File: src/rtl/i2c_pkg.sv
package i2c_pkg;
  typedef enum logic [2:0] {
    ST_IDLE,
    ST_START,
    ST_LO,
    ST_HI,
    ST_STOP_LO,
    ST_STOP_HI,
    ST_STOP_END
  } state_t;

  typedef enum logic [1:0] {
    K_ADDR,
    K_WR,
    K_RD
  } kind_t;
endpackage

File: src/rtl/i2c_deglitch.sv
module i2c_deglitch #(
  parameter int STABLE = 4
) (
  input  logic clk,
  input  logic rst,
  input  logic din,
  output logic dout
);
  localparam int CW = $clog2(STABLE + 1);

  logic [1:0]    sync_q;
  logic [CW-1:0] run_cnt;

  always_ff @(posedge clk) begin
    if (rst) begin
      sync_q  <= 2'b11;
      dout    <= 1'b1;
      run_cnt <= '0;
    end else begin
      sync_q <= {sync_q[0], din};
      if (sync_q[1] == dout) begin
        run_cnt <= '0;
      end else if (run_cnt == CW'(STABLE - 1)) begin
        dout    <= sync_q[1];
        run_cnt <= '0;
      end else begin
        run_cnt <= run_cnt + 1'b1;
      end
    end
  end


  filt_follow_chk: assert property (@(posedge clk) disable iff (rst)
    !$stable(dout) |-> ($past(sync_q[1]) == dout));
endmodule

File: src/rtl/i2c_halfbit_timer.sv
module i2c_halfbit_timer #(
  parameter int HALF_STD  = 250,
  parameter int HALF_FAST = 63
) (
  input  logic clk,
  input  logic rst,
  input  logic clr,
  input  logic run,
  input  logic fast,
  output logic expired
);
  localparam int HMAX = (HALF_STD > HALF_FAST) ? HALF_STD : HALF_FAST;
  localparam int TW   = $clog2(HMAX + 2);

  logic [TW-1:0] cnt;
  logic [TW-1:0] lim;

  assign lim     = fast ? TW'(HALF_FAST - 1) : TW'(HALF_STD - 1);
  assign expired = run && !clr && (cnt == lim);

  always_ff @(posedge clk) begin
    if (rst || clr) cnt <= '0;
    else if (run)   cnt <= cnt + 1'b1;
  end


  tmr_single_chk: assert property (@(posedge clk) disable iff (rst)
    expired |=> !expired);
endmodule

File: src/rtl/i2c_arb_master.sv
module i2c_arb_master
  import i2c_pkg::*;
#(
  parameter int FILT_LEN  = 4,
  parameter int HALF_STD  = 250,
  parameter int HALF_FAST = 63,
  parameter int CNT_W     = 8
) (
  input  logic             clk,
  input  logic             rst,
  input  logic             cmd_valid,
  output logic             cmd_ready,
  input  logic [6:0]       cmd_addr,
  input  logic             cmd_read,
  input  logic [CNT_W-1:0] cmd_len,
  input  logic             cmd_fast,
  input  logic [7:0]       tx_data,
  output logic             tx_take,
  output logic [7:0]       rx_data,
  output logic             rx_valid,
  output logic             done,
  output logic             nack,
  output logic             arb_lost,
  input  logic             scl_i,
  input  logic             sda_i,
  output logic             scl_oe,
  output logic             sda_oe
);
  localparam int NLINES = 2;

  logic [NLINES-1:0] pin_raw;
  logic [NLINES-1:0] pin_f;
  logic              scl_f;
  logic              sda_f;

  assign pin_raw = {sda_i, scl_i};

  for (genvar g = 0; g < NLINES; g++) begin : g_filt
    i2c_deglitch #(.STABLE(FILT_LEN)) u_filt (
      .clk  (clk),
      .rst  (rst),
      .din  (pin_raw[g]),
      .dout (pin_f[g])
    );
  end

  assign scl_f = pin_f[0];
  assign sda_f = pin_f[1];

  state_t           state;
  kind_t            kind;
  logic             rd_q;
  logic             fast_q;
  logic [7:0]       shreg;
  logic [3:0]       bitn;
  logic [CNT_W-1:0] left;
  logic             tmr_clr;
  logic             tmr_run;
  logic             tmr_exp;
  logic             drv;

  assign tmr_run = (state == ST_HI || state == ST_STOP_HI) ? scl_f : 1'b1;

  i2c_halfbit_timer #(.HALF_STD(HALF_STD), .HALF_FAST(HALF_FAST)) u_tmr (
    .clk     (clk),
    .rst     (rst),
    .clr     (tmr_clr),
    .run     (tmr_run),
    .fast    (fast_q),
    .expired (tmr_exp)
  );

  // level to pull SDA to during the low phase of the current slot
  always_comb begin
    if (bitn == 4'd8) drv = (kind == K_RD) ? (left != '0) : 1'b0;
    else              drv = (kind == K_RD) ? 1'b0 : ~shreg[7];
  end

  always_ff @(posedge clk) begin
    if (rst) begin
      state     <= ST_IDLE;
      kind      <= K_ADDR;
      rd_q      <= 1'b0;
      fast_q    <= 1'b0;
      shreg     <= '0;
      bitn      <= '0;
      left      <= '0;
      tmr_clr   <= 1'b1;
      cmd_ready <= 1'b0;
      tx_take   <= 1'b0;
      rx_data   <= '0;
      rx_valid  <= 1'b0;
      done      <= 1'b0;
      nack      <= 1'b0;
      arb_lost  <= 1'b0;
      scl_oe    <= 1'b0;
      sda_oe    <= 1'b0;
    end else begin
      tx_take  <= 1'b0;
      rx_valid <= 1'b0;
      done     <= 1'b0;
      tmr_clr  <= 1'b0;
      case (state)
        ST_IDLE: begin
          scl_oe    <= 1'b0;
          sda_oe    <= 1'b0;
          cmd_ready <= scl_f && sda_f && !(cmd_valid && cmd_ready);
          if (cmd_valid && cmd_ready) begin
            shreg    <= {cmd_addr, cmd_read};
            kind     <= K_ADDR;
            rd_q     <= cmd_read;
            fast_q   <= cmd_fast;
            left     <= cmd_len;
            nack     <= 1'b0;
            arb_lost <= 1'b0;
            sda_oe   <= 1'b1;
            tmr_clr  <= 1'b1;
            state    <= ST_START;
          end
        end
        ST_START: begin
          if (tmr_exp) begin
            scl_oe  <= 1'b1;
            bitn    <= '0;
            tmr_clr <= 1'b1;
            state   <= ST_LO;
          end
        end
        ST_LO: begin
          sda_oe <= drv;
          if (tmr_exp) begin
            scl_oe  <= 1'b0;
            tmr_clr <= 1'b1;
            state   <= ST_HI;
          end
        end
        ST_HI: begin
          if (tmr_exp) begin
            tmr_clr <= 1'b1;
            if (bitn != 4'd8) begin
              if (kind != K_RD && shreg[7] && !sda_f) begin
                scl_oe   <= 1'b0;
                sda_oe   <= 1'b0;
                arb_lost <= 1'b1;
                done     <= 1'b1;
                state    <= ST_IDLE;
              end else begin
                shreg  <= {shreg[6:0], sda_f};
                bitn   <= bitn + 1'b1;
                scl_oe <= 1'b1;
                state  <= ST_LO;
                if (kind == K_RD && bitn == 4'd7) begin
                  rx_data  <= {shreg[6:0], sda_f};
                  rx_valid <= 1'b1;
                end
              end
            end else begin
              scl_oe <= 1'b1;
              if (kind != K_RD && sda_f) begin
                nack  <= 1'b1;
                state <= ST_STOP_LO;
              end else if (left == '0) begin
                state <= ST_STOP_LO;
              end else begin
                left  <= left - 1'b1;
                bitn  <= '0;
                state <= ST_LO;
                if (rd_q) begin
                  kind <= K_RD;
                end else begin
                  kind    <= K_WR;
                  shreg   <= tx_data;
                  tx_take <= 1'b1;
                end
              end
            end
          end
        end
        ST_STOP_LO: begin
          sda_oe <= 1'b1;
          if (tmr_exp) begin
            scl_oe  <= 1'b0;
            tmr_clr <= 1'b1;
            state   <= ST_STOP_HI;
          end
        end
        ST_STOP_HI: begin
          if (tmr_exp) begin
            sda_oe  <= 1'b0;
            tmr_clr <= 1'b1;
            state   <= ST_STOP_END;
          end
        end
        ST_STOP_END: begin
          if (tmr_exp) begin
            done  <= 1'b1;
            state <= ST_IDLE;
          end
        end
        default: state <= ST_IDLE;
      endcase
    end
  end


  arb_release_chk: assert property (@(posedge clk) disable iff (rst)
    $rose(arb_lost) |-> (!scl_oe && !sda_oe && done));


  done_pulse_chk: assert property (@(posedge clk) disable iff (rst)
    done |=> !done);


  sda_hold_chk: assert property (@(posedge clk) disable iff (rst)
    (state == ST_HI && $past(state) == ST_HI) |-> $stable(sda_oe));


  ready_idle_chk: assert property (@(posedge clk) disable iff (rst)
    cmd_ready |-> ($past(scl_f) && $past(sda_f) && state == ST_IDLE));
endmodule

File: config.mk
export PLATFORM = sky130hd
export DESIGN_NAME = i2c_arb_master
export DESIGN_NICKNAME = d
export VERILOG_FILES = /design/src/rtl/i2c_pkg.sv /design/src/rtl/i2c_deglitch.sv /design/src/rtl/i2c_halfbit_timer.sv /design/src/rtl/i2c_arb_master.sv
export SDC_FILE = /design/constraint.sdc
export NUM_CORES = 1
export LEC_CHECK = 0
export ABC_AREA = 1
export CAP_MARGIN = 20
export CELL_PAD_IN_SITES_DETAIL_PLACEMENT = 1
export CELL_PAD_IN_SITES_GLOBAL_PLACEMENT = 1
export CORE_MARGIN = 4
export CORE_UTILIZATION = 40
export CTS_CLUSTER_SIZE = 16
export DETAILED_ROUTE_END_ITERATION = 10
export GPL_TIMING_DRIVEN = 0
export PLACE_DENSITY_LB_ADDON = 0.25
export SETUP_SLACK_MARGIN = 0.05
export SYNTH_ARGS = -nofsm -noshare
export SYNTH_HDL_FRONTEND = slang
export SYNTH_SLANG_ARGS = --single-unit
File: constraint.sdc
create_clock -name clk -period 2.6 [get_ports clk]
set_input_delay 0.52 -clock clk [delete_from_list [all_inputs] [get_ports clk]]
set_output_delay 0.52 -clock clk [all_outputs]
set_load 0.05 [all_outputs]
-- After elaboration in Yosys (flattened, before gate mapping)
Index checks and enable logic that the tools add are counted.
W data, S select, Z words.
- ROM bits: 0
- input bits: 30
- bits in writable memories: 0
- output and inout bits: 16
- bits in latches: 0
- memories: 0
- bits in registers: 64
- multiplexer cells: 73
- divide/modulo/power cells: 0
- bitwise logic cells: 7
- reductions and logical operators: 39
- shift-type cells: 0
- add/subtract/negate cells: 5
- eq/ne operators: 34
- magnitude comparators: 0
- multipliers: 0
- operators by type and width (operator ; count):
    $mux W8 ; 13
    $pmux W8 S2 ; 2
    $mux W3 ; 10
    $mux W1 ; 26
    $mux W4 ; 6
    $ne A2 B2 Y1 const B ; 11
    $pmux W3 S7 ; 1
    $reduce_and A5 Y1 ; 4
    $mux W2 ; 7
    $reduce_and A7 Y1 ; 2
    $eq A3 B2 Y1 const B ; 4
    $reduce_and A6 Y1 ; 2
    $reduce_or A5 Y1 ; 2
    $eq A3 B3 Y1 const B ; 3
    $logic_and A1 B1 Y1 ; 9
    $ne A3 B3 Y1 const B ; 3
    $add A8 B1 Y8 const B ; 1
    $eq A8 B8 Y1 ; 1
    $logic_not A8 Y1 ; 1
    $ne A2 B1 Y1 const B ; 4
    $pmux W1 S2 ; 4
    $pmux W4 S2 ; 1
    $reduce_bool A8 Y1 ; 1
    $sub A8 B1 Y8 const B ; 1
    24 further kinds ; 39

-- Logic depth before layout (Yosys ltp)
- depth after elaboration: 7
- depth in mapped cells: 13
- mapped depth without buffers: 11

-- Hierarchy
A second synthesis with hierarchy kept.
- cell total of the unflattened synthesis: 527
- area, all modules: 3423.3 µm²
- modules (own cells, without submodules) (module ; instances ; cells an instance ; seq. area each (µm²) ; area each (µm²)):
    i2c_arb_master ; 1 ; 420 ; 880.8 ; 2571.2
    i2c_deglitch ; 2 ; 23 ; 120.1 ; 217.7
    i2c_halfbit_timer ; 1 ; 61 ; 160.2 ; 416.6

-- Least setup slack after synthesis
No wires, ideal clock.
- kind: register to register
- start: reg cmd_ready
- end: reg left[7]
- cell stages (with the launch flop): 11
- path buffers: 1
- path slack: 0.829 ns
- period minus slack after synthesis: 1.771 ns
- arrival time: 1.655 ns
- setup time: 0.116 ns
- path through: dfxtp_1 nand2_1 inv_1 nand2_4 nand2_4 nand2_4 nor2_4 nand2_2 buf_6 o21ai_1 nor2_2
- word-level cells in the longest chain between the ends: 3
- RTL lines (element ; line ; source):
    start, declared ; i2c_arb_master.sv:12 ; output logic cmd_ready,
    start signal, assigned ; i2c_arb_master.sv:107 ; cmd_ready <= scl_f && sda_f && !(cmd_valid && cmd_ready);
    $logic_and A1 B1 Y1 ; i2c_arb_master.sv:108 ; if (cmd_valid && cmd_ready) begin
    $ne A2 B2 Y1 (no source line) ; -- ;
    $reduce_and A6 Y1 (no source line) ; -- ;
    end signal, assigned ; i2c_arb_master.sv:113 ; left <= cmd_len;
    end signal, assigned ; i2c_arb_master.sv:165 ; left <= left - 1'b1;
    end, declared ; i2c_arb_master.sv:56 ; logic [CNT_W-1:0] left;
Every way passes these cells.
A chain may end at the register's enable or synchronous reset.

-- Worst setup path after layout
- start: reg nack
- end: out nack
- RTL lines (element ; line ; source):
    start, declared ; i2c_arb_master.sv:22 ; output logic nack,
    start signal, assigned ; i2c_arb_master.sv:94 ; nack <= 1'b0;
    start signal, assigned ; i2c_arb_master.sv:114 ; nack <= 1'b0;
    start signal, assigned ; i2c_arb_master.sv:160 ; nack <= 1'b1;
No word-level cell between the ends.

==> out/metrics.cfg <==
[run_status]
status=finished clean

[cts]
htree_levels=3
clock-root-buffer=clkbuf_8
cts_max_path_buffers=2
numClockSinks=64
cts.reportedPaths.clkPinSlew_ns=0.07
cts_resized=0
post_cts_buffers=0
cts_buffers=9
cts_tree=yes
hold_buffers=0
insertion_delay_ns=0.34

[setup_path]
crit_chain=clkdlybuf4s50_1
end_kind=primary output
cpMaxStageDelayCell=clkdlybuf4s50_1
required_ns=2.08
r2r_slack_ns=0.54
crit_arrival_ns=1.55
path_buf_inv=1
cp_max_fo=2
cp-start-kind=flop
max_stage_delay_ns=0.82
crit_type=flop to primary output
critPathTopFamily=buffers and inverters

[sta]
skew_ns=0.0105
clock.fmax_mhz=483
setup_viol=0
tightestPinTransition_ns=0.643
relSlewSlack_pct=57.1
post-route-period-util_pct=79.7
slew_violations=0
hold_viol=0
period_minus_slack_ns=2.07
rsz0062_at_grt=false
setup_tns_ns=0

[place]
hpwl_um=7650
dpl-instance-area_um2=4100
portBuffers=45
gp_congestion=0.859

[power]
p_per_area_nw_per_um2=804
total_leakage_power_nw=1.86
fin_total_pwr_mw=3.48
ir_drop_uv=327

[floorplanning]
start_util_pct=42.0
rows=33
die_w_um=102
dieArea_um2=10400
ioPinCount=46
die_h_um=102
fp.coreArea_um2=8380

[finish]
fin_area_um2=4320
nFillCells=1112
area_growth_pct=22.7
final_nets=599
mostFrequentLayoutCell=nand2_1
final_cell_mix=115 x nand2_1, 75 x nor2_1, 64 x dfxtp_1, 58 x inv_1, 45 x clkdlybuf4s50_1
drive_gt1_share_pct=10.5
antenna_cells=0

[routing]
postRouteAntennaNets=0
drc=0
wire_per_inst_um=15.5
vias_per_cell=5.21
routed_wl_um=10400
first_pass_iters=4
dr_total_vias=3483
drt-initial-drc-count=59

[logic_synthesis]
yosysSeqAreaShare_pct=36.4
synth.top_cell.area_share_pct=36.4
yosysWarnings=0
ys_ff_latch=64
synth_top_area_cell=dfxtp_1
netlist_area_um2=3520
synthTopCellsByArea=dfxtp_1 36%, nand2_1 12%, nor2_1 8.0%
synthesis.nets=543
synthCells=502
syn_area_per_cell_um2=7.02
yosysUniqueCellTypes=37

[hold_path]
hold_path_class=flop to flop

[grt]
grt_pass1_vias=3747
grt_first_pass_wirelength_um=17400
track_usage_pct=21.4
antenna_found_initial=0
gr-total-overflow=0
grt_max_degree=11

[flow_run]
max_cap_viol_count=0

report_power, final:
group	total [mW]	switching (mW)	internal [mW]
Clock	0.944	0.396	0.547
Combinational	1.33	0.875	0.454
Sequential	1.20	0.0952	1.11
Total	3.48	1.37	2.11
per-layer routing:
metal	vias up	track usage [%]	wire length [um]	share of wire (%)
li1	1727	-	-	-
met1	1686	25.9	4670	45
met2	54	38.1	5200	50
met3	16	3.75	319	3.1
met4	0	7.67	174	1.7
met5	-	0	0	0
cell families (layout without fill, tap and decap cells):
logic type / Yosys count / after routing / synth area share, %
AND/OR/NAND/NOR: 273 / 273 / 36.4
XOR/XNOR: 2 / 2 / 0.497
buffers and inverters: 78 / 139 / 9.98
multiplexers: 1 / 1 / 0.284
flip-flops: 64 / 64 / 36.4
adder cells (fa/ha/maj): 11 / 11 / 3.91
AO/OA/AOI/OAI: 73 / 73 / 12.5
cell type report:
cell class                      count  area, um^2  area share (%)
Clock inverter                      2        35.0           0.811
Clock buffer                       14         183            4.23
Buffer                             16         111            2.58
Tap cell                          105         131            3.04
Timing Repair Buffer               45         450            10.4
Sequential cell                    64        1280            29.6
Multi-Input combinational cell    360        1890            43.7
Inverter                           62         240            5.56
final timing paths:
| check | from | endpoint | cells past startpoint |
|---|---|---|---|
| min reg2reg | g_filt[0].u_filt.sync_q[0]$_SDFF_PP1_ | g_filt[0].u_filt.sync_q[1]$_SDFF_PP1_ | 1 |
| min | g_filt[0].u_filt.sync_q[0]$_SDFF_PP1_ | g_filt[0].u_filt.sync_q[1]$_SDFF_PP1_ | 1 |
| max reg2reg | bitn[0]$_SDFFE_PP0P_ | bitn[3]$_SDFFE_PP0P_ | 10 |
| max | nack$_SDFFE_PP0P_ | nack | 1 |
registers in the layout, indices dropped and copies added, names as in the netlist, 2 cells and up:
signal                 count
g_filt.u_filt.run_cnt      6
u_tmr.cnt                  8
left                       8
g_filt.u_filt.sync_q       4
rx_data                    8
g_filt.u_filt.dout         2
bitn                       4
shreg                      8
state                      3
kind                       2
stage by stage:
| stage | hold slack (ns) | worst slack [ns] | utilization, % | cells |
|---|---|---|---|---|
| 3_5_place_dp | 0.400 | 0.267 | 49.0 | 652 |
| 2_1_floorplan | 0.389 | 0.829 | - | 502 |
| 4_1_cts | 0.415 | 0.523 | 51.6 | 668 |
| 5_1_grt | 0.436 | 0.315 | 51.6 | 668 |
| 3_3_place_gp | 0.395 | 0.311 | 49.0 | 652 |
| 6_report | 0.412 | 0.529 | 51.6 | 668 |
Yosys cell counts (all sizes together):
| cell type | instances |
|---|---|
| inv | 62 |
| nand3 | 42 |
| nand3b | 1 |
| xnor2 | 1 |
| and2 | 3 |
| and3 | 1 |
| nor3 | 4 |
| xor2 | 1 |
| buf | 9 |
| ha | 11 |
| a211oi | 8 |
| nand4 | 8 |
| dfxtp | 64 |
| a31oi | 2 |
| mux2i | 1 |
| nand2 | 125 |
| o21ai | 19 |
| clkbuf | 7 |
| nor4 | 2 |
| a21oi | 33 |
| o211ai | 8 |
| nor2 | 82 |
| or2 | 5 |
| o21bai | 3 |
Note: power is estimated with default switching activity, not from simulation.
